## src/rtl/ua_split_pkg.sv

```systemverilog
package ua_split_pkg;

  typedef enum logic [1:0] {
    SZ_BYTE = 2'd0,
    SZ_HALF = 2'd1,
    SZ_WORD = 2'd2
  } ua_size_e;

  typedef enum logic [1:0] {
    ST_IDLE   = 2'd0,
    ST_SECOND = 2'd1,
    ST_WAIT   = 2'd2
  } ua_state_e;

endpackage

```

## src/rtl/ua_split_plan.sv

```systemverilog
// Combinational cut planner: from address, size and store data it derives
// how many aligned transfers are needed, their addresses, enables and lane data.
module ua_split_plan #(
  parameter int AW     = 32,
  parameter int DATA_W = 32
) (
  input  logic [AW-1:0]                     addr,
  input  logic [1:0]                        size,
  input  logic [DATA_W-1:0]                 wdata,
  output logic                              two,
  output logic [AW-1:0]                     addr0,
  output logic [AW-1:0]                     addr1,
  output logic [DATA_W/8-1:0]               be0,
  output logic [DATA_W/8-1:0]               be1,
  output logic [DATA_W-1:0]                 wd0,
  output logic [DATA_W-1:0]                 wd1,
  output logic [$clog2(DATA_W/8)+1:0]       sh,
  output logic [$clog2(DATA_W/8)+1:0]       nb
);
  localparam int LANES = DATA_W / 8;
  localparam int OFS_W = $clog2(LANES);
  localparam int CNT_W = OFS_W + 2;

  logic [OFS_W-1:0]    ofs;
  logic [CNT_W-1:0]    endp;
  logic [DATA_W-1:0]   dmask;
  logic [2*DATA_W-1:0] img;
  logic [2*LANES-1:0]  bmask;

  always_comb begin
    ofs = addr[OFS_W-1:0];
    if (int'(size) >= OFS_W) nb = CNT_W'(LANES);
    else                     nb = CNT_W'(1) << size;
    endp = CNT_W'(ofs) + nb;
    two  = endp > CNT_W'(LANES);
    sh   = CNT_W'(2 * LANES) - endp;
  end

  // byte-granular masks, one slice per lane / per position of the two-word window
  for (genvar i = 0; i < LANES; i++) begin : g_dmask
    assign dmask[8*i +: 8] = (CNT_W'(i) < nb) ? 8'hFF : 8'h00;
  end

  for (genvar p = 0; p < 2*LANES; p++) begin : g_bmask
    assign bmask[2*LANES-1-p] = (CNT_W'(p) >= CNT_W'(ofs)) && (CNT_W'(p) < endp);
  end

  always_comb begin
    img   = {{DATA_W{1'b0}}, wdata & dmask} << {sh, 3'b000};
    wd0   = img[2*DATA_W-1:DATA_W];
    wd1   = img[DATA_W-1:0];
    be0   = bmask[2*LANES-1:LANES];
    be1   = bmask[LANES-1:0];
    addr0 = {addr[AW-1:OFS_W], {OFS_W{1'b0}}};
    addr1 = addr0 + AW'(LANES);
  end

endmodule

```

## src/rtl/ua_split_seq.sv

```systemverilog
// Issue sequencer: launches the aligned strobes back to back, tags each one,
// counts terminations in order and handles abort.
module ua_split_seq
  import ua_split_pkg::*;
#(
  parameter int AW     = 32,
  parameter int DATA_W = 32
) (
  input  logic                  clk,
  input  logic                  rst,
  input  logic                  abort,
  input  logic                  req_valid,
  input  logic [1:0]            req_size,
  input  logic                  req_store,
  input  logic                  spec_tag,
  input  logic                  p_two,
  input  logic [AW-1:0]         p_addr0,
  input  logic [AW-1:0]         p_addr1,
  input  logic [DATA_W/8-1:0]   p_be0,
  input  logic [DATA_W/8-1:0]   p_be1,
  input  logic [DATA_W-1:0]     p_wd0,
  input  logic [DATA_W-1:0]     p_wd1,
  input  logic                  bus_ack,
  output logic                  req_ready,
  output logic                  accept,
  output logic                  bus_valid,
  output logic [AW-1:0]         bus_addr,
  output logic [DATA_W/8-1:0]   bus_be,
  output logic                  bus_write,
  output logic [DATA_W-1:0]     bus_wdata,
  output logic                  bus_spec,
  output logic                  ack_fire,
  output logic                  ack_last,
  output logic                  ack_idx
);
  localparam int LANES = DATA_W / 8;
  localparam int OFS_W = $clog2(LANES);

  ua_state_e           state;
  logic                two_r;
  logic                ack_cnt;
  logic [AW-1:0]       addr1_r;
  logic [LANES-1:0]    be1_r;
  logic [DATA_W-1:0]   wd1_r;

  assign req_ready = (state == ST_IDLE);
  assign accept    = req_valid && req_ready;
  assign ack_fire  = bus_ack && (state != ST_IDLE) && !abort;
  assign ack_last  = ack_fire && (ack_cnt == two_r);
  assign ack_idx   = ack_cnt;

  always_ff @(posedge clk) begin
    if (rst) begin
      state     <= ST_IDLE;
      two_r     <= 1'b0;
      ack_cnt   <= 1'b0;
      addr1_r   <= '0;
      be1_r     <= '0;
      wd1_r     <= '0;
      bus_valid <= 1'b0;
      bus_addr  <= '0;
      bus_be    <= '0;
      bus_write <= 1'b0;
      bus_wdata <= '0;
      bus_spec  <= 1'b0;
    end else begin
      bus_valid <= 1'b0;
      case (state)
        ST_IDLE: begin
          if (accept) begin
            bus_valid <= 1'b1;
            bus_addr  <= p_addr0;
            bus_be    <= p_be0;
            bus_wdata <= p_wd0;
            bus_write <= req_store;
            bus_spec  <= spec_tag;
            two_r     <= p_two;
            addr1_r   <= p_addr1;
            be1_r     <= p_be1;
            wd1_r     <= p_wd1;
            ack_cnt   <= 1'b0;
            state     <= p_two ? ST_SECOND : ST_WAIT;
          end
        end
        ST_SECOND: begin
          if (abort) begin
            state <= ST_IDLE;
          end else begin
            bus_valid <= 1'b1;
            bus_addr  <= addr1_r;
            bus_be    <= be1_r;
            bus_wdata <= wd1_r;
            bus_spec  <= spec_tag;
            state     <= ST_WAIT;
          end
        end
        ST_WAIT: begin
          if (abort) state <= ST_IDLE;
        end
        default: state <= ST_IDLE;
      endcase
      if (ack_fire) begin
        if (ack_last) state   <= ST_IDLE;
        else          ack_cnt <= 1'b1;
      end
    end
  end

  AST_ALIGNED: assert property (@(posedge clk) disable iff (rst)
    bus_valid |-> (bus_addr[OFS_W-1:0] == '0));

  AST_BYTE_ONE_CYCLE: assert property (@(posedge clk) disable iff (rst)
    (accept && req_size == SZ_BYTE) |=> (state != ST_SECOND));

  AST_SECOND_BACK_TO_BACK: assert property (@(posedge clk) disable iff (rst)
    (state == ST_SECOND && !abort) |=> bus_valid);

  AST_NO_OVERFLOW: assert property (@(posedge clk) disable iff (rst)
    (ack_fire && ack_cnt) |-> two_r);

  AST_READY_NO_STROBE: assert property (@(posedge clk) disable iff (rst)
    req_ready |-> !bus_valid);

  AST_ABORT_IDLE: assert property (@(posedge clk) disable iff (rst)
    (abort && !req_ready) |=> (req_ready && !bus_valid));

endmodule

```

## src/rtl/ua_split_gather.sv

```systemverilog
// Load gatherer: keeps the high half of a split load and shifts the
// two-word window down to a right-justified, zero-filled result.
module ua_split_gather #(
  parameter int DATA_W = 32
) (
  input  logic                          clk,
  input  logic                          rst,
  input  logic                          accept,
  input  logic                          req_store,
  input  logic [$clog2(DATA_W/8)+1:0]   p_sh,
  input  logic [$clog2(DATA_W/8)+1:0]   p_nb,
  input  logic                          ack_fire,
  input  logic                          ack_last,
  input  logic                          ack_idx,
  input  logic [DATA_W-1:0]             bus_rdata,
  output logic                          res_valid,
  output logic [DATA_W-1:0]             res_data
);
  localparam int LANES = DATA_W / 8;
  localparam int CNT_W = $clog2(LANES) + 2;

  logic                load_r;
  logic [CNT_W-1:0]    sh_r;
  logic [CNT_W-1:0]    nb_r;
  logic [DATA_W-1:0]   hi_r;
  logic [2*DATA_W-1:0] img;
  logic [2*DATA_W-1:0] shifted;
  logic [DATA_W-1:0]   rmask;

  for (genvar i = 0; i < LANES; i++) begin : g_rmask
    assign rmask[8*i +: 8] = (CNT_W'(i) < nb_r) ? 8'hFF : 8'h00;
  end

  always_comb begin
    img     = {(ack_idx ? hi_r : bus_rdata), bus_rdata};
    shifted = img >> {sh_r, 3'b000};
  end

  always_ff @(posedge clk) begin
    if (rst) begin
      load_r    <= 1'b0;
      sh_r      <= '0;
      nb_r      <= '0;
      hi_r      <= '0;
      res_valid <= 1'b0;
      res_data  <= '0;
    end else begin
      res_valid <= 1'b0;
      if (accept) begin
        load_r <= !req_store;
        sh_r   <= p_sh;
        nb_r   <= p_nb;
      end
      if (ack_fire && !ack_idx) hi_r <= bus_rdata;
      if (ack_last && load_r) begin
        res_valid <= 1'b1;
        res_data  <= shifted[DATA_W-1:0] & rmask;
      end
    end
  end

  AST_RES_PULSE: assert property (@(posedge clk) disable iff (rst)
    res_valid |=> !res_valid);

  AST_RES_AFTER_TERM: assert property (@(posedge clk) disable iff (rst)
    $rose(res_valid) |-> $past(ack_last));

endmodule

```

## src/rtl/ua_split.sv

```systemverilog
module ua_split #(
  parameter int AW     = 32,
  parameter int DATA_W = 32
) (
  input  logic                  clk,
  input  logic                  rst,
  input  logic                  abort,
  input  logic                  req_valid,
  output logic                  req_ready,
  input  logic [AW-1:0]         req_addr,
  input  logic [1:0]            req_size,
  input  logic                  req_store,
  input  logic [DATA_W-1:0]     req_wdata,
  input  logic                  spec_tag,
  output logic                  bus_valid,
  output logic [AW-1:0]         bus_addr,
  output logic [DATA_W/8-1:0]   bus_be,
  output logic                  bus_write,
  output logic [DATA_W-1:0]     bus_wdata,
  output logic                  bus_spec,
  input  logic                  bus_ack,
  input  logic [DATA_W-1:0]     bus_rdata,
  output logic                  res_valid,
  output logic [DATA_W-1:0]     res_data
);
  localparam int LANES = DATA_W / 8;
  localparam int CNT_W = $clog2(LANES) + 2;

  logic               p_two;
  logic [AW-1:0]      p_addr0, p_addr1;
  logic [LANES-1:0]   p_be0, p_be1;
  logic [DATA_W-1:0]  p_wd0, p_wd1;
  logic [CNT_W-1:0]   p_sh, p_nb;
  logic               accept, ack_fire, ack_last, ack_idx;

  ua_split_plan #(.AW(AW), .DATA_W(DATA_W)) u_plan (
    .addr  (req_addr),
    .size  (req_size),
    .wdata (req_wdata),
    .two   (p_two),
    .addr0 (p_addr0),
    .addr1 (p_addr1),
    .be0   (p_be0),
    .be1   (p_be1),
    .wd0   (p_wd0),
    .wd1   (p_wd1),
    .sh    (p_sh),
    .nb    (p_nb)
  );

  ua_split_seq #(.AW(AW), .DATA_W(DATA_W)) u_seq (
    .clk       (clk),
    .rst       (rst),
    .abort     (abort),
    .req_valid (req_valid),
    .req_size  (req_size),
    .req_store (req_store),
    .spec_tag  (spec_tag),
    .p_two     (p_two),
    .p_addr0   (p_addr0),
    .p_addr1   (p_addr1),
    .p_be0     (p_be0),
    .p_be1     (p_be1),
    .p_wd0     (p_wd0),
    .p_wd1     (p_wd1),
    .bus_ack   (bus_ack),
    .req_ready (req_ready),
    .accept    (accept),
    .bus_valid (bus_valid),
    .bus_addr  (bus_addr),
    .bus_be    (bus_be),
    .bus_write (bus_write),
    .bus_wdata (bus_wdata),
    .bus_spec  (bus_spec),
    .ack_fire  (ack_fire),
    .ack_last  (ack_last),
    .ack_idx   (ack_idx)
  );

  ua_split_gather #(.DATA_W(DATA_W)) u_gather (
    .clk       (clk),
    .rst       (rst),
    .accept    (accept),
    .req_store (req_store),
    .p_sh      (p_sh),
    .p_nb      (p_nb),
    .ack_fire  (ack_fire),
    .ack_last  (ack_last),
    .ack_idx   (ack_idx),
    .bus_rdata (bus_rdata),
    .res_valid (res_valid),
    .res_data  (res_data)
  );

endmodule

```

## config.mk

```make
export PLATFORM = sky130hd
export DESIGN_NAME = ua_split
export DESIGN_NICKNAME = d
export VERILOG_FILES = /design/src/rtl/ua_split_pkg.sv /design/src/rtl/ua_split_plan.sv /design/src/rtl/ua_split_seq.sv /design/src/rtl/ua_split_gather.sv /design/src/rtl/ua_split.sv
export SDC_FILE = /design/constraint.sdc
export NUM_CORES = 1
export LEC_CHECK = 0
export BUFFER_PORTS_ARGS = -buffer_cell sky130_fd_sc_hd__buf_4
export CAP_MARGIN = 20
export CORE_MARGIN = 10
export CORE_UTILIZATION = 35
export DETAILED_ROUTE_END_ITERATION = 7
export PLACE_DENSITY = 0.52
export SKIP_LAST_GASP = 1
export SLEW_MARGIN = 0
export SYNTH_ARGS = -nofsm -noshare
export SYNTH_HDL_FRONTEND = slang
export SYNTH_SLANG_ARGS = --single-unit
```

## constraint.sdc

```tcl
create_clock -name clk -period 4.81 [get_ports clk]
set_clock_uncertainty 0.05 [all_clocks]
set_input_delay 0.962 -clock clk [delete_from_list [all_inputs] [get_ports clk]]
set_output_delay 0.962 -clock clk [all_outputs]
set_load 0.005 [all_outputs]
```

==> results by group, run 1 <==
Place
  • GPL Wtd Cong: 0.865
  • Buffers on Ports: 207
  • Placed inst area: 12800 um^2
  • Hpwl dp: 28700 um

Die
  • Core area: 30800 um^2
  • Die X: 198 um
  • Ports: 210
  • Die area: 39000 um^2
  • Die height: 198 um
  • Row count: 64
  • Starting density of the core: 35.8%

Synthesis
  • Async S/R FF share, synth: 0%
  • Sequential cell area fraction in the yosys report: 38.5%
  • Synthesis warning total: 0
  • Mapped cell area: 11000 um^2
  • Seq cells post-synth: 212
  • Post-synth EDFFs: 0
  • Synth unique cells: 62
  • Syn Inst Count: 1401
  • Top FF cell, synth: dfxtp_1
  • Mapped Avg Cell Area: 7.88 um^2

Setup path
  • R2R depth: 6
  • Crit path buf inv count: 4
  • Reg2Reg Setup Slack: 1.89 ns
  • WP data required: 5.22 ns
  • CP max FO: 33
  • Critical Path AT: 4.02 ns
  • Worst path top cell family by delay: adder cells
  • Worst Setup End Kind: flip-flop
  • Critical path launch point: req_size[1]
  • Critical path class: in2reg
  • CP Launch Type: primary input
  • Worst-path cell chain: buf_4, or2_1, inv_1, ha_1, inv_1, fa_1, ha_1, buf_4, and3b_1, a21oi_1, o21a_1, o31a_1, nor3_1
  • Reg-to-reg critical path endpoint: u_gather.res_data[30]
  • Worst r2r src: u_gather.sh_r[0]
  • Max incr delay on CP: 0.50 ns
  • Max stage delay cell, worst path: fa_1

CTS
  • # hold bufs at CTS: 0
  • Post-CTS Resized: 0
  • Clock Sinks: 212
  • H-tree levels: 1
  • CTS tree: built
  • Post-CTS Setup Inserts: 0
  • Clk Latency, worst-skew pair: 0.54 ns
  • Max Buffers Root-to-Sink: 3
  • Reg clk slew, reported paths: 0.06 ns
  • Root buffer cell: clkbuf_16
  • Inserted Clock Buffers: 27

STA
  • Worst slew margin: 30.6%
  • Peak Freq: 277 MHz
  • Final Setup Violations: 0
  • Tcrit/Tclk final: 74.9%
  • Setup TNS: 0 ns
  • Crit path time final: 3.60 ns
  • Final hold violation count: 0
  • RSZ-0062 raised after global routing: no
  • Worst Tran Pin Value: 1.03 ns
  • Fin. max-slew vios: 0

Drt
  • DR vias: 11100
  • Drt pass-1 iters: 5
  • Post-DR wirelength/cell: 21.2 um
  • Total Wirelength: 41500 um
  • # DRC: 0
  • Vias/cell: 5.69
  • Final ANT Viol Nets: 0
  • First DRT Iteration DRCs: 790

Global routing
  • Vias in the first global route: 10700
  • Antenna violations before repair: 2
  • GRT overflow: 0
  • Global-route wire length before repair: 63500 um
  • Largest net degree at the start of global routing: 81
  • Gr usage total: 20.2%

Cells and area
  • Most frequent cells in the layout: buf_4 (229), nand2_1 (213), dfxtp_1 (210)
  • Final instance area: 13800 um^2
  • Final net count: 1648
  • Syn-to-layout area delta: 24.8%
  • Share of cells above drive strength 1: 20.2%
  • Commonest non-fill, non-tap cell in the layout: buf_4

Worst hold path
  • WHS Path Cells: 2
  • Hold Path Origin: u_seq.wd1_r[10]
  • Hold Crit Class: reg2reg
  • Worst Hold Path EP: u_seq.wd1_r[10]

Power
  • Total power: 5.27 mW
  • Leakage: 5.30 nW
  • Power Dens Cells: 383 nW/um^2
  • Maximum VDD drop: 0.299 mV

Job
  • Max-Cap Viols: 0

Outcome
  • Outcome: completed
==> state kept, by name (all words and copies together), names as in the netlist, 2 cells and up <==
signal and cells:
u_seq.bus_addr 30, u_seq.state 2, u_seq.be1_r 3, u_gather.nb_r 4, u_gather.res_data 32, u_gather.hi_r 32
u_seq.bus_be 4, u_gather.sh_r 4, u_seq.wd1_r 32, u_seq.bus_wdata 32, u_seq.addr1_r 30
==> routing by layer <==
metal | vias to the layer above | GRT usage [%] | part of all wire (%)
met3 | 68 | 4.21 | 7.3
met1 | 5293 | 26.5 | 44
met5 | - | 0 | 0
li1 | 5372 | - | -
met2 | 403 | 32.4 | 46
met4 | 0 | 6.83 | 3.2
==> kinds of logic (layout without fill, tap and decap cells) <==
group	after synthesis	in the layout	synth area share, %
DFF	212	212	38.5
xor gates and xnor gates	27	27	2.40
and+or+nand+nor	511	511	20.6
muxes	56	56	6.17
adders and majority gates	6	6	0.748
other	1	4	0.0340
buffers and inverters	140	296	5.00
AOI/OAI and AO/OA	448	448	26.6
==> through the flow <==
| stage | std cells | worst slack [ns] | utilization [%] | hold WS (ns) |
|---|---|---|---|---|
| final | 1956 | 1.21 | 44.7 | 0.396 |
| after global routing | 1955 | 1.03 | 44.7 | 0.416 |
| after CTS | 1954 | 1.23 | 44.6 | 0.399 |
| after detailed placement | 1904 | 0.687 | 41.6 | 0.391 |
| after global placement | 1904 | 0.761 | 41.6 | 0.383 |
| after floorplan | 1402 | 0.483 | - | 0.373 |
==> Yosys cell counts (9+ instances only) <==
cell type	number	area, um^2
o211ai_1	10	75.1
nor2_1	133	499
a22o_1	16	140
a211oi_1	39	293
o31a_1	9	78.8
mux2i_1	32	320
o21ai_0	35	175
o21ai_1	35	175
a221oi_1	9	78.8
buf_1	14	52.6
nand3_1	34	170
a311oi_1	37	324
inv_1	12	45.0
a31oi_1	9	56.3
a22oi_1	18	135
o21a_1	15	113
buf_2	15	75.1
clkbuf_1	93	349
and3_1	20	125
nand2_1	213	800
dfxtp_1	212	4240
o22ai_1	26	163
mux2_2	16	180
xor2_1	12	105
nor3_1	45	225
xnor2_1	13	114
a21oi_1	150	751
and2_1	14	87.6
==> tightest hold or removal path: stages (launching register included) <==
cell     delay, ns
dfxtp_1       0.30
nand2_1       0.05
o21ai_1       0.05
==> cell type report <==
class | instances | area [um^2]
fillers | 3135 | 17100
multi-input cells | 1050 | 6280
flip-flops and latches | 212 | 4250
repair buffers | 230 | 1740
clock buffers | 38 | 797
well taps | 396 | 495
clock inverters | 12 | 150
inverters | 16 | 60.1
diodes | 2 | 5.00
==> report_power, final <==
group          total [mW]  switching (mW)  internal [mW]
sequential           1.97          0.0869           1.89
combinational        1.17           0.712          0.453
clock                2.14           0.822           1.31
==> how the worst max path moves through the flow <==
| stage | to | slack (ns) | cells past startpoint |
|---|---|---|---|
| 5_1_grt | u_seq.bus_wdata[6] | 1.03 | 13 |
| 6_report | u_seq.bus_wdata[4] | 1.21 | 13 |
| 3_3_place_gp | u_seq.wd1_r[11] | 0.76 | 11 |
| 3_5_place_dp | u_seq.wd1_r[14] | 0.69 | 11 |
| 2_1_floorplan | u_seq.bus_wdata[22] | 0.48 | 17 |
| 4_1_cts | u_seq.bus_wdata[4] | 1.23 | 13 |
Power figures use the tool's default switching activity.
==> inputs of run 2 (changes only) <==
PLACE_DENSITY = 0.54   (was 0.52)
clock period = 3.3 ns   (was 4.81 ns; I/O delays follow)
==> run 2 against run 1 <==
  * Setup slack got worse by 0.78 ns
  * Sequential share of layout area decreased by 0.77 points
  * Count of clock-buffer cells in the layout increased by 3
  * Die area unchanged
  * Clock power increased by 34%
  * Combinational power increased by 56%
  * Register-to-register slack got worse by 0.90 ns
  * Final cell count increased by 2.0%
  * Sequential cell count unchanged
  * Largest power group is now registers
==> results by group, run 2 (synthesis results as in run 1) <==
Outcome
  • Outcome: completed

STA
  • Fin. max-slew vios: 0 (unchanged)
  • Final Setup Violations: 0 (unchanged)
  • Tcrit/Tclk final: 87.2%
  • Worst Tran Pin Value: 0.710 ns (-0.323 ns)
  • Setup TNS: 0 ns (unchanged)
  • Peak Freq: 347 MHz
  • Final hold violation count: 0 (unchanged)
  • RSZ-0062 raised after global routing: no
  • Hold slack: 0.282 ns (-0.114 ns)
  • Worst slew margin: 52.6% (+22 points)
  • Crit path time final: 2.88 ns

Die
  • Ports: 210 (unchanged)
  • Row count: 64 (unchanged)
  • Starting density of the core: 35.8% (unchanged)
  • Die X: 198 um (unchanged)
  • Die area: 39000 um^2 (unchanged)
  • Die height: 198 um (unchanged)
  • Core area: 30800 um^2 (unchanged)

Power
  • Maximum VDD drop: 0.390 mV (+30%)
  • Power Dens Cells: 536 nW/um^2 (+40%)
  • Leakage: 5.50 nW (+3.9%)

Job
  • Max-Cap Viols: 0 (unchanged)

Setup path
  • CP Launch Type: primary input
  • Worst r2r src: u_seq.state[1]
  • Reg2Reg Setup Slack: 0.99 ns (-0.90 ns)
  • Worst Setup End Kind: flip-flop
  • Reg-to-reg critical path endpoint: u_gather.res_data[30]
  • Critical Path AT: 3.30 ns (-0.72 ns)
  • CP max FO: 8 (-76%)
  • R2R depth: 7 (+1)
  • WP data required: 3.72 ns (-1.50 ns)
  • Critical path class: in2reg

Drt
  • WL met2: 18700 um (-1.4%)
  • Vias/cell: 5.62 (-1.3%)
  • Drt pass-1 iters: 5 (unchanged)
  • M1 WL: 18400 um (+1.5%)
  • Highest routed layer: met4
  • Post-DR wirelength/cell: 20.4 um (-3.7%)
  • DR vias: 11200 (+0.73%)
  • Final ANT Viol Nets: 0 (unchanged)
  • First DRT Iteration DRCs: 968 (+23%)
  • Total Wirelength: 40700 um (-1.8%)
  • # DRC: 0 (unchanged)
  • Met3 routed WL: 2630 um (-13%)

CTS
  • Max Buffers Root-to-Sink: 3 (unchanged)
  • CTS tree: built
  • # hold bufs at CTS: 0 (unchanged)
  • H-tree levels: 1 (unchanged)
  • Inserted Clock Buffers: 26 (-3.7%)
  • Post-CTS Setup Inserts: 0 (unchanged)
  • Post-CTS Resized: 0 (unchanged)
  • Root buffer cell: clkbuf_16
  • Clock Sinks: 212 (unchanged)
  • Clk Latency, worst-skew pair: 0.54 ns (about the same)
  • Reg clk slew, reported paths: 0.06 ns (about the same)

Cells and area
  • Commonest non-fill, non-tap cell in the layout: buf_4
  • Final net count: 1692 (+2.7%)
  • Fin util: 45.8% (+1.1 points)
  • Final instance area: 14100 um^2 (+2.5%)
  • Ant. Diodes: 0 (-2)
  • Share of cells above drive strength 1: 22.8% (+2.6 points)
  • Most frequent cells in the layout: buf_4 (270), nand2_1 (213), dfxtp_1 (210)
  • Syn-to-layout area delta: 28.0%
  • FILL cells: 3120 (-0.48%)

Worst hold path
  • Worst Hold Path EP: u_gather.load_r
  • Hold Path Origin: req_store
  • Hold Crit Class: in2reg
  • WHS Path Cells: 2 (unchanged)

Place
  • Placed inst area: 13200 um^2 (+3.3%)
  • GPL Wtd Cong: 0.889 (+2.8%)
  • Hpwl dp: 28900 um (+0.44%)
  • Buffers on Ports: 207 (unchanged)

Global routing
  • GRT overflow: 0 (unchanged)
  • Global-route wire length before repair: 63200 um (-0.46%)
  • Largest net degree at the start of global routing: 83 (+2.5%)
  • Gr usage total: 19.9% (-0.33 points)
  • Vias in the first global route: 10900 (+2.0%)
  • Antenna violations before repair: 0 (-2)
## run 2: cell count changes in the layout (fill, tap and decap cells not counted), moves of 3 or more
cell        before  now
buf_12           1    5
buf_4          229  270
clkinvlp_4       3    0
inv_1           12    9
## run 2: how the worst max path moves through the flow
stage                startpoint              end  slack (ns)
detailed placement  req_size[1]  u_seq.wd1_r[11]       -0.12
CTS                 req_size[1]   u_seq.wd1_r[8]        0.45
floorplan           req_size[1]  u_seq.wd1_r[10]       -0.20
finish              req_size[1]   u_seq.wd1_r[8]        0.42
global route        req_size[1]  u_seq.wd1_r[11]        0.33
global placement    req_size[1]  u_seq.wd1_r[13]       -0.09
## run 2: final cells by class
cell class                      instances  area (um^2)  share of cell area, %
Tap cell                              396          495                   3.51
Inverter                               16         62.6                  0.443
Clock buffer                           41          807                   5.72
Multi-Input combinational cell       1050         6310                   44.7
Sequential cell                       212         4250                   30.1
Clock inverter                          6         66.3                  0.470
Timing Repair Buffer                  275         2130                   15.1
## run 2: critical path: stages
cell,delay (ns)
buf_4,0.11
or2_1,0.28
inv_4,0.08
ha_4,0.13
inv_2,0.04
fa_2,0.60
nand2b_1,0.11
and3_4,0.17
o41a_1,0.33
or4_1,0.59
o21ai_1,0.19
## run 2: layer usage
metal	global-route usage, %	vias to the layer above
met1	26.2	5328
met2	32.4	364
met3	4.12	59
li1	-	5466
met5	0	-
met4	5.27	0
## run 2: where the power goes
part           internal, mW  switching [mW]  total, mW  leakage (nW)
logic                 0.769            1.06       1.83          3.34
clock network          1.75            1.12       2.87         0.435
registers              2.75           0.124       2.87          1.73
total                  5.26            2.31       7.57          5.50
## run 2: per-stage QoR
| step | instances | power [mW] | setup slack [ns] |
|---|---|---|---|
| after floorplan | 1402 | 3.96 | -0.197 |
| after global placement | 1949 | 4.73 | -0.0878 |
| after detailed placement | 1949 | 4.74 | -0.121 |
| after CTS | 1996 | 7.63 | 0.448 |
| after global routing | 1996 | 7.92 | 0.325 |
| final | 1996 | 7.57 | 0.422 |
